--- config.mk ---
export PLATFORM = sky130hd
export DESIGN_NAME = ecc_err_log
export DESIGN_NICKNAME = d
export VERILOG_FILES = /design/src/rtl/ecc_err_log_pkg.sv /design/src/rtl/ecc_err_sts.sv /design/src/rtl/ecc_err_sig.sv /design/src/rtl/ecc_err_cap.sv /design/src/rtl/ecc_err_log.sv
export SDC_FILE = /design/constraint.sdc
export NUM_CORES = 1
export LEC_CHECK = 0
export ABC_CLOCK_PERIOD_IN_PS = 2100
export BUFFER_PORTS_ARGS = -buffer_cell sky130_fd_sc_hd__clkbuf_2
export CORE_MARGIN = 4
export CORE_UTILIZATION = 40
export DETAILED_ROUTE_END_ITERATION = 16
export MAX_ROUTING_LAYER = met4
export PLACE_DENSITY = 0.77
export SLEW_MARGIN = 20
export SYNTH_ARGS = -nofsm -noshare
export SYNTH_HDL_FRONTEND = slang
export SYNTH_SLANG_ARGS = --single-unit
--- constraint.sdc ---
create_clock -name clk_i -period 2.1 [get_ports clk_i]
set_clock_uncertainty 0.2 [all_clocks]
set_input_delay 0.42 -clock clk_i [delete_from_list [all_inputs] [get_ports clk_i]]
set_output_delay 0.42 -clock clk_i [all_outputs]
set_load 0.05 [all_outputs]
--- src/rtl/ecc_err_log_pkg.sv ---
package ecc_err_log_pkg;
  localparam int REG_AW = 8;
  localparam int REG_DW = 32;
  localparam int EV_W   = 16;

  localparam logic [REG_AW-1:0] OFS_ADDR = 8'h58;
  localparam logic [REG_AW-1:0] OFS_SYN  = 8'h5C;
  localparam logic [REG_AW-1:0] OFS_EXT  = 8'h70;
  localparam logic [REG_AW-1:0] OFS_STS  = 8'hC8;
  localparam logic [REG_AW-1:0] OFS_CMD  = 8'hCA;

  localparam int EV_CE  = 0;
  localparam int EV_UE  = 1;
  localparam int EV_RTO = 8;
  localparam int EV_LCK = 9;
  localparam int EV_THM = 11;

  localparam logic [EV_W-1:0] EV_MASK = (EV_W'(1) << EV_CE) | (EV_W'(1) << EV_UE) |
                                        (EV_W'(1) << EV_RTO) | (EV_W'(1) << EV_LCK) |
                                        (EV_W'(1) << EV_THM);

  function automatic logic [EV_W-1:0] pack_events(logic ce, logic ue, logic rto,
                                                  logic lck, logic thm);
    logic [EV_W-1:0] v;
    v = '0;
    v[EV_CE]  = ce;
    v[EV_UE]  = ue;
    v[EV_RTO] = rto;
    v[EV_LCK] = lck;
    v[EV_THM] = thm;
    return v;
  endfunction
endpackage

--- src/rtl/ecc_err_sts.sv ---
module ecc_err_sts #(
  parameter int             W    = 16,
  parameter logic [W-1:0]   MASK = '1
) (
  input  logic         clk_i,
  input  logic         rst_ni,
  input  logic [W-1:0] ev_i,
  input  logic [W-1:0] clr_i,
  output logic [W-1:0] sts_o
);
  for (genvar i = 0; i < W; i++) begin : g_bit
    if (MASK[i]) begin : g_flag
      logic q;
      // set has priority over clear
      always_ff @(posedge clk_i or negedge rst_ni) begin
        if (!rst_ni)       q <= 1'b0;
        else if (ev_i[i])  q <= 1'b1;
        else if (clr_i[i]) q <= 1'b0;
      end
      assign sts_o[i] = q;
    end else begin : g_rsvd
      assign sts_o[i] = 1'b0;
    end
  end
endmodule

--- src/rtl/ecc_err_sig.sv ---
module ecc_err_sig #(
  parameter int           W    = 16,
  parameter logic [W-1:0] MASK = '1
) (
  input  logic         clk_i,
  input  logic         rst_ni,
  input  logic         we_i,
  input  logic [W-1:0] wdata_i,
  input  logic [W-1:0] ev_i,
  output logic [W-1:0] cmd_o,
  output logic         serr_o
);
  logic [W-1:0] cmd_q;
  logic         serr_q;

  always_ff @(posedge clk_i or negedge rst_ni) begin
    if (!rst_ni)   cmd_q <= '0;
    else if (we_i) cmd_q <= wdata_i & MASK;
  end

  always_ff @(posedge clk_i or negedge rst_ni) begin
    if (!rst_ni) serr_q <= 1'b0;
    else         serr_q <= |(ev_i & cmd_q);
  end

  assign cmd_o  = cmd_q;
  assign serr_o = serr_q;
endmodule

--- src/rtl/ecc_err_cap.sv ---
module ecc_err_cap #(
  parameter int PA_W  = 33,
  parameter int SYN_W = 8
) (
  input  logic             clk_i,
  input  logic             rst_ni,
  input  logic             ce_i,
  input  logic             ue_i,
  input  logic             ce_flag_i,
  input  logic             ue_flag_i,
  input  logic             ce_clr_i,
  input  logic             ue_clr_i,
  input  logic [PA_W-1:0]  addr_i,
  input  logic             chan_i,
  input  logic [SYN_W-1:0] syn_i,
  output logic [PA_W-1:0]  addr_o,
  output logic             chan_o,
  output logic [SYN_W-1:0] syn_o
);
  logic ce_free, ue_free, load;
  logic [PA_W-1:0]  addr_q;
  logic             chan_q;
  logic [SYN_W-1:0] syn_q;

  // a flag being cleared this cycle frees its log slot
  assign ce_free = !ce_flag_i || ce_clr_i;
  assign ue_free = !ue_flag_i || ue_clr_i;
  assign load    = (ue_i && ue_free) || (ce_i && ce_free && ue_free);

  always_ff @(posedge clk_i or negedge rst_ni) begin
    if (!rst_ni) begin
      addr_q <= '0;
      chan_q <= 1'b0;
      syn_q  <= '0;
    end else if (load) begin
      addr_q <= addr_i;
      chan_q <= chan_i;
      syn_q  <= syn_i;
    end
  end

  assign addr_o = addr_q;
  assign chan_o = chan_q;
  assign syn_o  = syn_q;
endmodule

--- src/rtl/ecc_err_log.sv ---
module ecc_err_log
  import ecc_err_log_pkg::*;
#(
  parameter int PA_W      = 33,
  parameter int SYN_W     = 8,
  parameter int GRAIN_LSB = 7
) (
  input  logic              clk_i,
  input  logic              rst_ni,
  input  logic              ce_i,
  input  logic              ue_i,
  input  logic [PA_W-1:0]   err_addr_i,
  input  logic              err_chan_i,
  input  logic [SYN_W-1:0]  err_syn_i,
  input  logic              rfsh_tmo_i,
  input  logic              lock_acc_i,
  input  logic              therm_i,
  input  logic [REG_AW-1:0] reg_addr_i,
  input  logic              reg_we_i,
  input  logic [REG_DW-1:0] reg_wdata_i,
  output logic [REG_DW-1:0] reg_rdata_o,
  output logic              serr_o
);
  localparam int LO_W = 32;
  localparam int HI_W = PA_W - LO_W;

  logic [EV_W-1:0]  ev;
  logic [EV_W-1:0]  sts_clr;
  logic [EV_W-1:0]  sts_q;
  logic [EV_W-1:0]  cmd_q;
  logic             wr_sts, wr_cmd;
  logic [PA_W-1:0]  log_addr_q;
  logic             log_chan_q;
  logic [SYN_W-1:0] log_syn_q;

  assign ev      = pack_events(ce_i, ue_i, rfsh_tmo_i, lock_acc_i, therm_i);
  assign wr_sts  = reg_we_i && (reg_addr_i == OFS_STS);
  assign wr_cmd  = reg_we_i && (reg_addr_i == OFS_CMD);
  assign sts_clr = wr_sts ? reg_wdata_i[EV_W-1:0] : '0;

  ecc_err_sts #(.W(EV_W), .MASK(EV_MASK)) u_sts (
    .clk_i  (clk_i),
    .rst_ni (rst_ni),
    .ev_i   (ev),
    .clr_i  (sts_clr),
    .sts_o  (sts_q)
  );

  ecc_err_sig #(.W(EV_W), .MASK(EV_MASK)) u_sig (
    .clk_i   (clk_i),
    .rst_ni  (rst_ni),
    .we_i    (wr_cmd),
    .wdata_i (reg_wdata_i[EV_W-1:0]),
    .ev_i    (ev),
    .cmd_o   (cmd_q),
    .serr_o  (serr_o)
  );

  ecc_err_cap #(.PA_W(PA_W), .SYN_W(SYN_W)) u_cap (
    .clk_i     (clk_i),
    .rst_ni    (rst_ni),
    .ce_i      (ce_i),
    .ue_i      (ue_i),
    .ce_flag_i (sts_q[EV_CE]),
    .ue_flag_i (sts_q[EV_UE]),
    .ce_clr_i  (sts_clr[EV_CE]),
    .ue_clr_i  (sts_clr[EV_UE]),
    .addr_i    (err_addr_i),
    .chan_i    (err_chan_i),
    .syn_i     (err_syn_i),
    .addr_o    (log_addr_q),
    .chan_o    (log_chan_q),
    .syn_o     (log_syn_q)
  );

  always_comb begin
    reg_rdata_o = '0;
    unique case (reg_addr_i)
      OFS_ADDR: begin
        reg_rdata_o[LO_W-1:GRAIN_LSB] = log_addr_q[LO_W-1:GRAIN_LSB];
        reg_rdata_o[0]                = log_chan_q;
      end
      OFS_EXT:  reg_rdata_o[HI_W-1:0]  = log_addr_q[PA_W-1:LO_W];
      OFS_SYN:  reg_rdata_o[SYN_W-1:0] = log_syn_q;
      OFS_STS:  reg_rdata_o[EV_W-1:0]  = sts_q;
      OFS_CMD:  reg_rdata_o[EV_W-1:0]  = cmd_q;
      default:  reg_rdata_o = '0;
    endcase
  end
endmodule

==> metrics.yaml, run 1 <==
synthCells: 170
grt_pass1_vias: 1814
swShare: 0.208
finalNonFillerCells: 353
ios: 123
drive_gt1_frac: 0.650
antenna_found_initial: 0
worstPathArrival_ns: 1.79
crit_fanout: 11
syn_to_final_growth_pct: 70.4
die_w_um: 81.5
routed_via_density: 4.96
vias: 1752
drt_wl_total_um: 6180
syn_avg_cell_area_um2: 12.7
required_ns: 1.48
startpoint_type: "input port"
rows: 26
placed_cells: 339
grtUsageTotal: 0.175
cp-startpoint: "reg_addr_i[1]"
slew_headroom: 0.612
wl_per_cell_um: 17.5
power_density_mw_per_mm2: 516
antenna_left: 0
final.setup.worst_slack_ns: -0.310
fin_nets: 372
place_ws_ns: -0.463
core-area_mm2: 0.00517
worstSetupEndpointType: "primary output"
p_int_mw: 1.51
fillers: 335
drc: 0
seq_power_share: 0.488
postSynthNetCount: 260
min_period_over_period: 1.15
start_util: 0.418
cap_violations: 0
violations: "negative setup slack"
first_pass_iters: 4
p_comb_frac: 0.090
syn_area_mm2: 0.00216
port_buffers: 88
ir_worst_vdd_mv: 0.239
p_leak_nw: 1.84
timing.fmax_ghz: 0.415
cts_tree: "done"
cts_root_buf: "clkbuf_8"
status: "finished, violations left"
synth-seq-cells: 46
ys_seq_area_frac: 0.532
ys_types: 32
dp_hpwl_um: 3710
clk-insertion-delay-late_ns: 0.29
rsz0062_at_grt: "true"
numCtsBuffers: 5
clockPowerShare: 0.422
tightest_slew_ns: 0.582
r2r_start: "u_sts.g_bit[0].g_flag.q"
grt_pass1_wl_um: 8490
ys_warn_count: 0
grt-ovfl-total: 0
drt_iter0_markers: 64
clock-sinks: 46
setup_viol: 32
crit_type: "input port to primary output"
grt_max_degree: 47
period_needed_ns: 2.41
gp_congestion: 0.802
hp-class: "input port to asynchronous set/reset pin"
h-tree-depth: 2
final_hold_viol_count: 0
die_area_mm2: 0.00665
die_h_um: 81.5
clk_pin_slew_worst_paths_ns: 0.09
switchingPower_mw: 0.395
antenna_cells: 0
drv_slew: 0
clockBufferDepth: 2
## area by class of cell
class                      instances  area [um^2]  area share
clock inverter                     2         60.1      0.0163
inverter                           7         26.3     0.00713
multi-input combinational        111         1150       0.313
sequential                        46         1150       0.312
timing repair buffer             111         1130       0.305
clock buffer                       6         82.6      0.0224
tap                               70         87.6      0.0238
## per-layer routing
metal / track usage / vias up / share of wire
li1: - / 816 / -
met1: 0.215 / 863 / 0.40
met2: 0.284 / 66 / 0.52
met3: 0.0417 / 7 / 0.068
met4: 0.0557 / 0 / 0.010
met5: - / - / 0
## worst max-delay path, cell delays in order
cell,delay [ns]
buf_6,0.09
or4b_4,0.56
nor3_4,0.17
buf_6,0.14
buf_12,0.12
and2_4,0.15
buf_8,0.14
## per-stage QoR
| step | setup TNS (ns) | hold WS [ns] | total power [mW] | instance area (um^2) | util |
|---|---|---|---|---|---|
| final | -8.57 | 0.000649 | 1.90 | 3690 | 0.713 |
| after floorplan | -5.16 | -0.0756 | 0.991 | 2290 | - |
| after global routing | -10.45 | 0.0432 | 1.98 | 3690 | 0.713 |
| after global placement | -23.62 | 0.260 | 1.09 | 2980 | 0.576 |
| after CTS | -9.60 | 0.0144 | 1.91 | 3490 | 0.676 |
| after detailed placement | -23.84 | 0.266 | 1.09 | 2980 | 0.576 |
## state kept, by name, indices dropped and copies added (netlist names)
signal and cells:
u_cap.chan_o 1, u_cap.addr_o 26, u_sig.serr_o 1, u_sts.g_bit.g_flag.q 5, u_cap.syn_o 8, u_sig.cmd_o 5
## layout by cell type (no fill, tap or decap), drive strengths merged
master / n
nand2b: 2
clkbuf: 68
a222oi: 4
a22oi: 2
a41oi: 1
or2: 2
and3: 1
inv: 7
o221ai: 1
and4bb: 2
mux2i: 2
nand3: 1
nor4b: 2
nor2b: 1
bufinv: 2
a21o: 4
buf: 49
nand3b: 1
nand2: 10
mux2: 40
or4b: 1
a21oi: 3
and2: 27
dfrtp: 46
nor4: 1
nor3: 2
nor2: 1
## cells by family after synthesis
kind of cell,Yosys count,share of synthesized area
buf+inv,13,0.0335
simple gates,54,0.157
mux,42,0.217
compound gates,15,0.0596
flops,46,0.532
## power by group through the flow
| stage | clock [mW] | sequential, mW | combinational, mW |
|---|---|---|---|
| 2_1_floorplan | 0 | 0.948 | 0.0425 |
| 3_3_place_gp | 0 | 0.943 | 0.145 |
| 4_1_cts | 0.829 | 0.927 | 0.155 |
| 6_report | 0.803 | 0.928 | 0.171 |
| 5_1_grt | 0.867 | 0.932 | 0.186 |
| 3_5_place_dp | 0 | 0.944 | 0.148 |
## final timing paths
path | endpoint | slack, ns | depth (start not counted)
worst max-delay path | reg_rdata_o[27] | -0.31 | 7
max in group asynchronous | u_cap.syn_o[5] | 1.29 | 2
worst max register to register | u_cap.addr_o[23] | 0.39 | 6
min in group clk_i | u_sts.g_bit[9].g_flag.q | 0.12 | 2
worst min-delay path | u_cap.addr_o[20] | 0.0006 | 2
worst min register to register | u_sts.g_bit[11].g_flag.q | 0.28 | 1
## cells in the mapped netlist
| cell | count | share of area |
|---|---|---|
| dfrtp_1 | 46 | 0.53 |
| mux2_1 | 30 | 0.16 |
| and2_1 | 27 | 0.078 |
| mux2_2 | 10 | 0.052 |
| nand2_1 | 10 | 0.017 |
| inv_1 | 7 | 0.012 |
| a21o_1 | 4 | 0.014 |
| a222oi_1 | 4 | 0.019 |
| buf_6 | 3 | 0.016 |
| a21oi_1 | 2 | 0.0046 |
| a22oi_1 | 2 | 0.0069 |
| clkbuf_1 | 2 | 0.0035 |
| mux2i_1 | 2 | 0.0093 |
| nand2b_1 | 2 | 0.0058 |
| or2_2 | 2 | 0.0058 |
| a21oi_4 | 1 | 0.0075 |
| a41oi_1 | 1 | 0.0040 |
| and3_1 | 1 | 0.0029 |
| and4bb_1 | 1 | 0.0058 |
| and4bb_2 | 1 | 0.0058 |
| buf_2 | 1 | 0.0023 |
| nand3_1 | 1 | 0.0023 |
| nand3b_1 | 1 | 0.0035 |
| nor2_1 | 1 | 0.0017 |
| nor2b_1 | 1 | 0.0029 |
| nor3_1 | 1 | 0.0023 |
| nor3_2 | 1 | 0.0046 |
| nor4_1 | 1 | 0.0029 |
| nor4b_1 | 1 | 0.0040 |
| nor4b_2 | 1 | 0.0069 |
| o221ai_1 | 1 | 0.0040 |
| or4b_2 | 1 | 0.0046 |
## timing repair
item / 4_1_cts / 5_1_grt
hold buffers: 0 / 0
gates cloned: 1 / 2
setup buffers: 3 / 2
pin swaps: 9 / 5
gates resized for setup: 66 / 51
setup endpoints to repair: 42 / 67
Note: power is estimated with default switching activity, not from simulation.
==> run 2: changes to the inputs <==
- BUFFER_PORTS_ARGS: -buffer_cell sky130_fd_sc_hd__clkbuf_2 -> default
- CORE_UTILIZATION: 40 -> 58
- DONT_BUFFER_PORTS: default -> 1
- PLACE_DENSITY: 0.77 -> 0.76
- SYNTH_HIERARCHICAL: default -> 1
==> run 2 against run 1 <==
Net effect: the run still ends with negative setup slack left; combinational power is 48% higher; power is 2.5% higher; synthesized cell count grew 25%; fmax increased by 3.0%; setup slack better by 0.071 ns; utilization is 7.0 points higher; cell area down 5.6%; die area fell by 12%; register-to-register slack got worse by 0.04 ns; global-route usage grew 3.2 points; critical endpoint is now u_cap/addr_o[17]; highest routed layer unchanged.
==> metrics.yaml, run 2 <==
clk_pin_slew_worst_paths_ns: 0.08  # about the same
cts_tree: "done"
syn_area_mm2: 0.00271  # +25%
routed_via_density: 5.70  # +15%
power_density_mw_per_mm2: 560  # +8.6%
antenna_left: 0  # unchanged
ir_worst_vdd_mv: 0.489  # +100%
grt-ovfl-total: 0  # unchanged
antenna_found_initial: 0  # unchanged
start_util: 0.610  # +0.192
startpoint_type: "input port"
syn_to_final_growth_pct: 28.3
period_needed_ns: 2.34  # -0.0709 ns
hp-class: "input port to flop"
clockBufferDepth: 2  # unchanged
crit_fanout: 12  # +1
rows: 24  # -7.7%
place_ws_ns: -0.505  # -0.0426 ns
clock-sinks: 46  # unchanged
cts_root_buf: "clkbuf_8"
crit_type: "input port to flop"
finalNonFillerCells: 286  # -19%
die_w_um: 76.4  # -6.3%
multiInputGateArea_mm2: 0.00165  # +43%
port_buffers: 0  # -100%
core-area_mm2: 0.00444  # -14%
p_total_mw: 1.95  # +2.5%
grt_max_degree: 47  # unchanged
grtUsageTotal: 0.207  # +0.0321
worstSetupEndpointType: "flop"
ys_warn_count: 6  # +6
setup_tns_ns: -13.42  # -4.85 ns
p_leak_nw: 1.51  # -18%
required_ns: 2.07  # +0.59 ns
grt_pass1_vias: 1851  # +2.0%
placed_cells: 261  # -23%
h-tree-depth: 2  # unchanged
cap_violations: 0  # unchanged
wl_per_cell_um: 20.8  # +19%
hold_slack_ns: 0.0241  # +0.0235 ns
final-seq-area_mm2: 0.00115  # unchanged
die_area_mm2: 0.00583  # -12%
setup_viol: 67  # +110%
numCtsBuffers: 5  # unchanged
mostFrequentLayoutCell: "dfrtp_1"
most-common-layout-cells: "46 x dfrtp_1, 25 x mux2_4, 22 x conb_1"
drt_wl_total_um: 5960  # -3.6%
fillers: 267  # -20%
gp_congestion: 0.788  # -1.7%
grt_pass1_wl_um: 9330  # +9.9%
first_pass_iters: 4  # unchanged
synthCells: 212  # +25%
violations: "negative setup slack"
clk-insertion-delay-late_ns: 0.29  # about the same
drt_iter0_markers: 27  # -58%
final_hold_viol_count: 0  # unchanged
vias: 1631  # -6.9%
worstPathArrival_ns: 2.31  # +0.52 ns
drv_slew: 0  # unchanged
drive_gt1_frac: 0.530  # -0.120
die_h_um: 76.4  # -6.3%
final.setup.worst_slack_ns: -0.239  # +0.0709 ns
min_period_over_period: 1.11  # -0.0338
ios: 123  # unchanged
syn_avg_cell_area_um2: 12.8  # +0.50%
drc: 0  # unchanged
rsz0062_at_grt: "true"
antenna_cells: 0  # unchanged
fin_nets: 323  # -13%
largest_register_ffs: 26  # unchanged
timing.fmax_ghz: 0.428  # +3.0%
dp_hpwl_um: 3930  # +6.1%
status: "finished, violations left"
## run 2: metrics by stage
step                 util  cell area [um^2]
floorplan               -              3020
global placement    0.665              2950
detailed placement  0.665              2950
CTS                 0.756              3360
global route        0.783              3480
finish              0.783              3480
## run 2: layout make-up
| cell class | instances | share of cell area |
|---|---|---|
| multi-input cells | 140 | 0.475 |
| flip-flops and latches | 46 | 0.331 |
| repair buffers | 33 | 0.137 |
| clock buffers | 7 | 0.0219 |
| well taps | 52 | 0.0187 |
| clock inverters | 1 | 0.00863 |
| inverters | 7 | 0.00755 |
## run 2: worst max-delay path, stage by stage
cell and delay (ns):
or3b_4 0.39, buf_4 0.15, nor4_4 0.25, and2_4 0.20
nor3b_2 0.05, nor3_4 0.19, buf_6 0.16, buf_12 0.15
mux2_2 0.35
## run 2: final timing paths
kind	start	endpoint	slack, ns	cells after the start
setup reg to reg	u_sts/g_bit[0].g_flag.q	u_cap/addr_o[17]	0.35	5
hold / removal	ce_i	u_sts/g_bit[0].g_flag.q	0.02	1
setup / recovery	reg_addr_i[5]	u_cap/addr_o[17]	-0.24	9
min in group asynchronous	rst_ni	u_sig/serr_o	0.44	2
max in group asynchronous	rst_ni	u_cap/addr_o[12]	1.05	2
hold reg to reg	u_sts/g_bit[11].g_flag.q	u_sts/g_bit[11].g_flag.q	0.30	1
## run 2: repair_timing
action,in CTS,in global routing
resized for setup,24,20
hold endpoints to repair,46,0
pin swaps,4,8
cloned,3,2
hold buffers,2,0
setup endpoints to repair,67,67
buffers inserted,9,3
## run 2: power breakdown
part,switching (mW),total (mW),internal [mW]
registers,0.0843,1.07,0.983
clock network,0.273,0.630,0.356
logic,0.0991,0.253,0.154
total,0.457,1.95,1.49
## run 2: layer usage
layer / routed length [um] / vias to the layer above / track usage / part of all wire
li1: - / 738 / - / -
met1: 2370 / 832 / 0.232 / 0.40
met2: 3200 / 59 / 0.373 / 0.54
met3: 366 / 2 / 0.0520 / 0.061
met4: 23 / 0 / 0.0399 / 0.0039
met5: 0 / - / - / 0
==> run 3: changes to the inputs <==
- CORE_MARGIN: 4 -> default
- CORE_UTILIZATION: 58 -> 36
- PLACE_DENSITY: 0.76 -> default
==> run 3 against run 2 <==
Net effect: the flow still finishes with violations (negative setup slack); register-to-register slack better by 0.03 ns; cell area grew 0.65%; critical path depth unchanged; sequential share of layout area is 0.21 points lower; fmax down 0.36%; setup slack got worse by 0.0085 ns; global-route usage down 5.6 points; die area up 35%; clock power is 14% lower; sequential power is essentially flat.
==> metrics.yaml, run 3 (synthesized netlist as in run 2, its figures left out) <==
drive_gt1_frac: 0.527  # -0.00249
gp_congestion: 0.715  # -9.2%
setup_viol: 67  # unchanged
core-area_mm2: 0.00725  # +63%
numCtsBuffers: 5  # unchanged
crit_chain: "or3b_4, buf_4, nor4_4, and2_4, nor3b_2, nor3_4, buf_4, clkbuf_16, mux2_2"
drt-met1-wl_um: 2410  # +1.9%
ios: 123  # unchanged
startpoint_type: "input port"
antenna_left: 0  # unchanged
hp-class: "input port to flop"
most-common-layout-cells: "46 x dfrtp_1, 27 x mux2_2, 22 x conb_1"
fillers: 657  # +150%
critPathMaxStageDelay_ns: 0.39  # about the same
p_total_mw: 1.83  # -6.3%
final.setup.worst_slack_ns: -0.248  # -0.00849 ns
die_h_um: 88.8  # +16%
h-tree-depth: 2  # unchanged
worst_path_max_delay_cell: "or3b_4"
fin_nets: 328  # +1.5%
hold_slack_ns: 0.0155  # -0.00866 ns
antenna_found_initial: 0  # unchanged
top_layer_used: "met4"
grtUsageTotal: 0.151  # -0.0562
die_w_um: 88.8  # +16%
required_ns: 2.08  # about the same
syn_to_final_growth_pct: 29.1
drt_wl_total_um: 5870  # -1.5%
final_hold_viol_count: 0  # unchanged
p_leak_nw: 1.48  # -2.0%
cap_violations: 0  # unchanged
dr_wl_met2_um: 3010  # -5.9%
worstSetupEndpointType: "flop"
timing.fmax_ghz: 0.426  # -0.36%
antenna_cells: 0  # unchanged
vias: 1617  # -0.86%
grt_pass1_wl_um: 8500  # -8.9%
dp_hpwl_um: 4000  # +1.6%
mostFrequentLayoutCell: "dfrtp_1"
die_area_mm2: 0.00788  # +35%
clk-insertion-delay-late_ns: 0.29  # about the same
wl_met3_um: 428  # +17%
grt_max_degree: 47  # unchanged
clock-sinks: 46  # unchanged
crit_type: "input port to flop"
multiInputGateArea_mm2: 0.00161  # -2.7%
clockBufferDepth: 2  # unchanged
grt-ovfl-total: 0  # unchanged
cts_root_buf: "clkbuf_8"
final-seq-area_mm2: 0.00115  # unchanged
grt_pass1_vias: 1683  # -9.1%
drt_iter0_markers: 24  # -11%
ir_worst_vdd_mv: 0.368  # -25%
port_buffers: 0  # unchanged
crit_fanout: 7  # -5
period_needed_ns: 2.35  # +0.00849 ns
wl_per_cell_um: 17.5  # -16%
clk_pin_slew_worst_paths_ns: 0.08  # about the same
power_density_mw_per_mm2: 522  # -6.9%
cts_tree: "done"
drv_slew: 0  # unchanged
drc: 0  # unchanged
largest_register_ffs: 26  # unchanged
worstPathArrival_ns: 2.33  # +0.02 ns
status: "finished, violations left"
place_ws_ns: -0.491  # +0.0139 ns
routed_via_density: 4.81  # -16%
violations: "negative setup slack"
rows: 31  # +29%
path_common_cell: "buf_4"
rsz0062_at_grt: "true"
start_util: 0.374  # -0.236
first_pass_iters: 4  # unchanged
min_period_over_period: 1.12  # +0.00404
run 3: cell types whose count changed in the layout (fill, tap and decap cells not counted), sizes merged:
cell,change
bufinv,-1
dlygate4sd3,+1
buf,+5
clkbuf,-2
run 3: layout make-up:
type,instances,share of cell area
Sequential cell,46,0.329
Tap cell,99,0.0354
Timing Repair Buffer,38,0.146
Inverter,7,0.00751
Multi-Input combinational cell,140,0.459
Clock buffer,6,0.0236
run 3: final timing paths:
check / startpoint / slack [ns] / cells after the start / end
min in group asynchronous: rst_ni / 0.45 / 2 / u_sts/g_bit[8].g_flag.q
worst max-delay path: reg_addr_i[5] / -0.25 / 9 / u_cap/addr_o[20]
worst max register to register: u_sts/g_bit[0].g_flag.q / 0.38 / 5 / u_cap/addr_o[20]
max in group asynchronous: rst_ni / 1.03 / 2 / u_cap/addr_o[7]
worst min register to register: u_sts/g_bit[8].g_flag.q / 0.30 / 1 / u_sts/g_bit[8].g_flag.q
worst min-delay path: rfsh_tmo_i / 0.02 / 1 / u_sts/g_bit[8].g_flag.q
run 3: critical path, delay by kind of cell:
| family | cells | cell delay, ns |
|---|---|---|
| and+or+nand+nor | 5 | 1.10 |
| muxes | 1 | 0.33 |
| buffers and inverters | 3 | 0.47 |
run 3: per-layer routing:
metal  up-vias  GRT usage
li1        747          -
met1       810      0.176
met2        58      0.257
met3         2     0.0410
met4         0     0.0352
met5         -          -
run 3: where the power goes:
| part | total, mW | switching, mW | internal [mW] |
|---|---|---|---|
| registers | 1.06 | 0.0813 | 0.982 |
| logic | 0.223 | 0.0919 | 0.131 |
| clock network | 0.541 | 0.286 | 0.255 |
run 3: what timing repair did:
| action | in CTS | in global routing |
|---|---|---|
| buffers inserted | 3 | 4 |
| gates cloned | 1 | 3 |
| pin swaps | 9 | 1 |
| gates resized for setup | 21 | 7 |
| hold buffers | 2 | 1 |
| hold endpoints to repair | 46 | 1 |
| setup endpoints to repair | 67 | 67 |
run 3: through the flow:
stage | setup TNS, ns | instances | instance area [um^2] | utilization
floorplan | -21.69 | 232 | 3020 | -
global placement | -27.91 | 316 | 3120 | 0.431
detailed placement | -27.78 | 316 | 3120 | 0.431
CTS | -13.77 | 328 | 3390 | 0.467
global route | -17.89 | 336 | 3500 | 0.483
finish | -13.93 | 336 | 3500 | 0.483
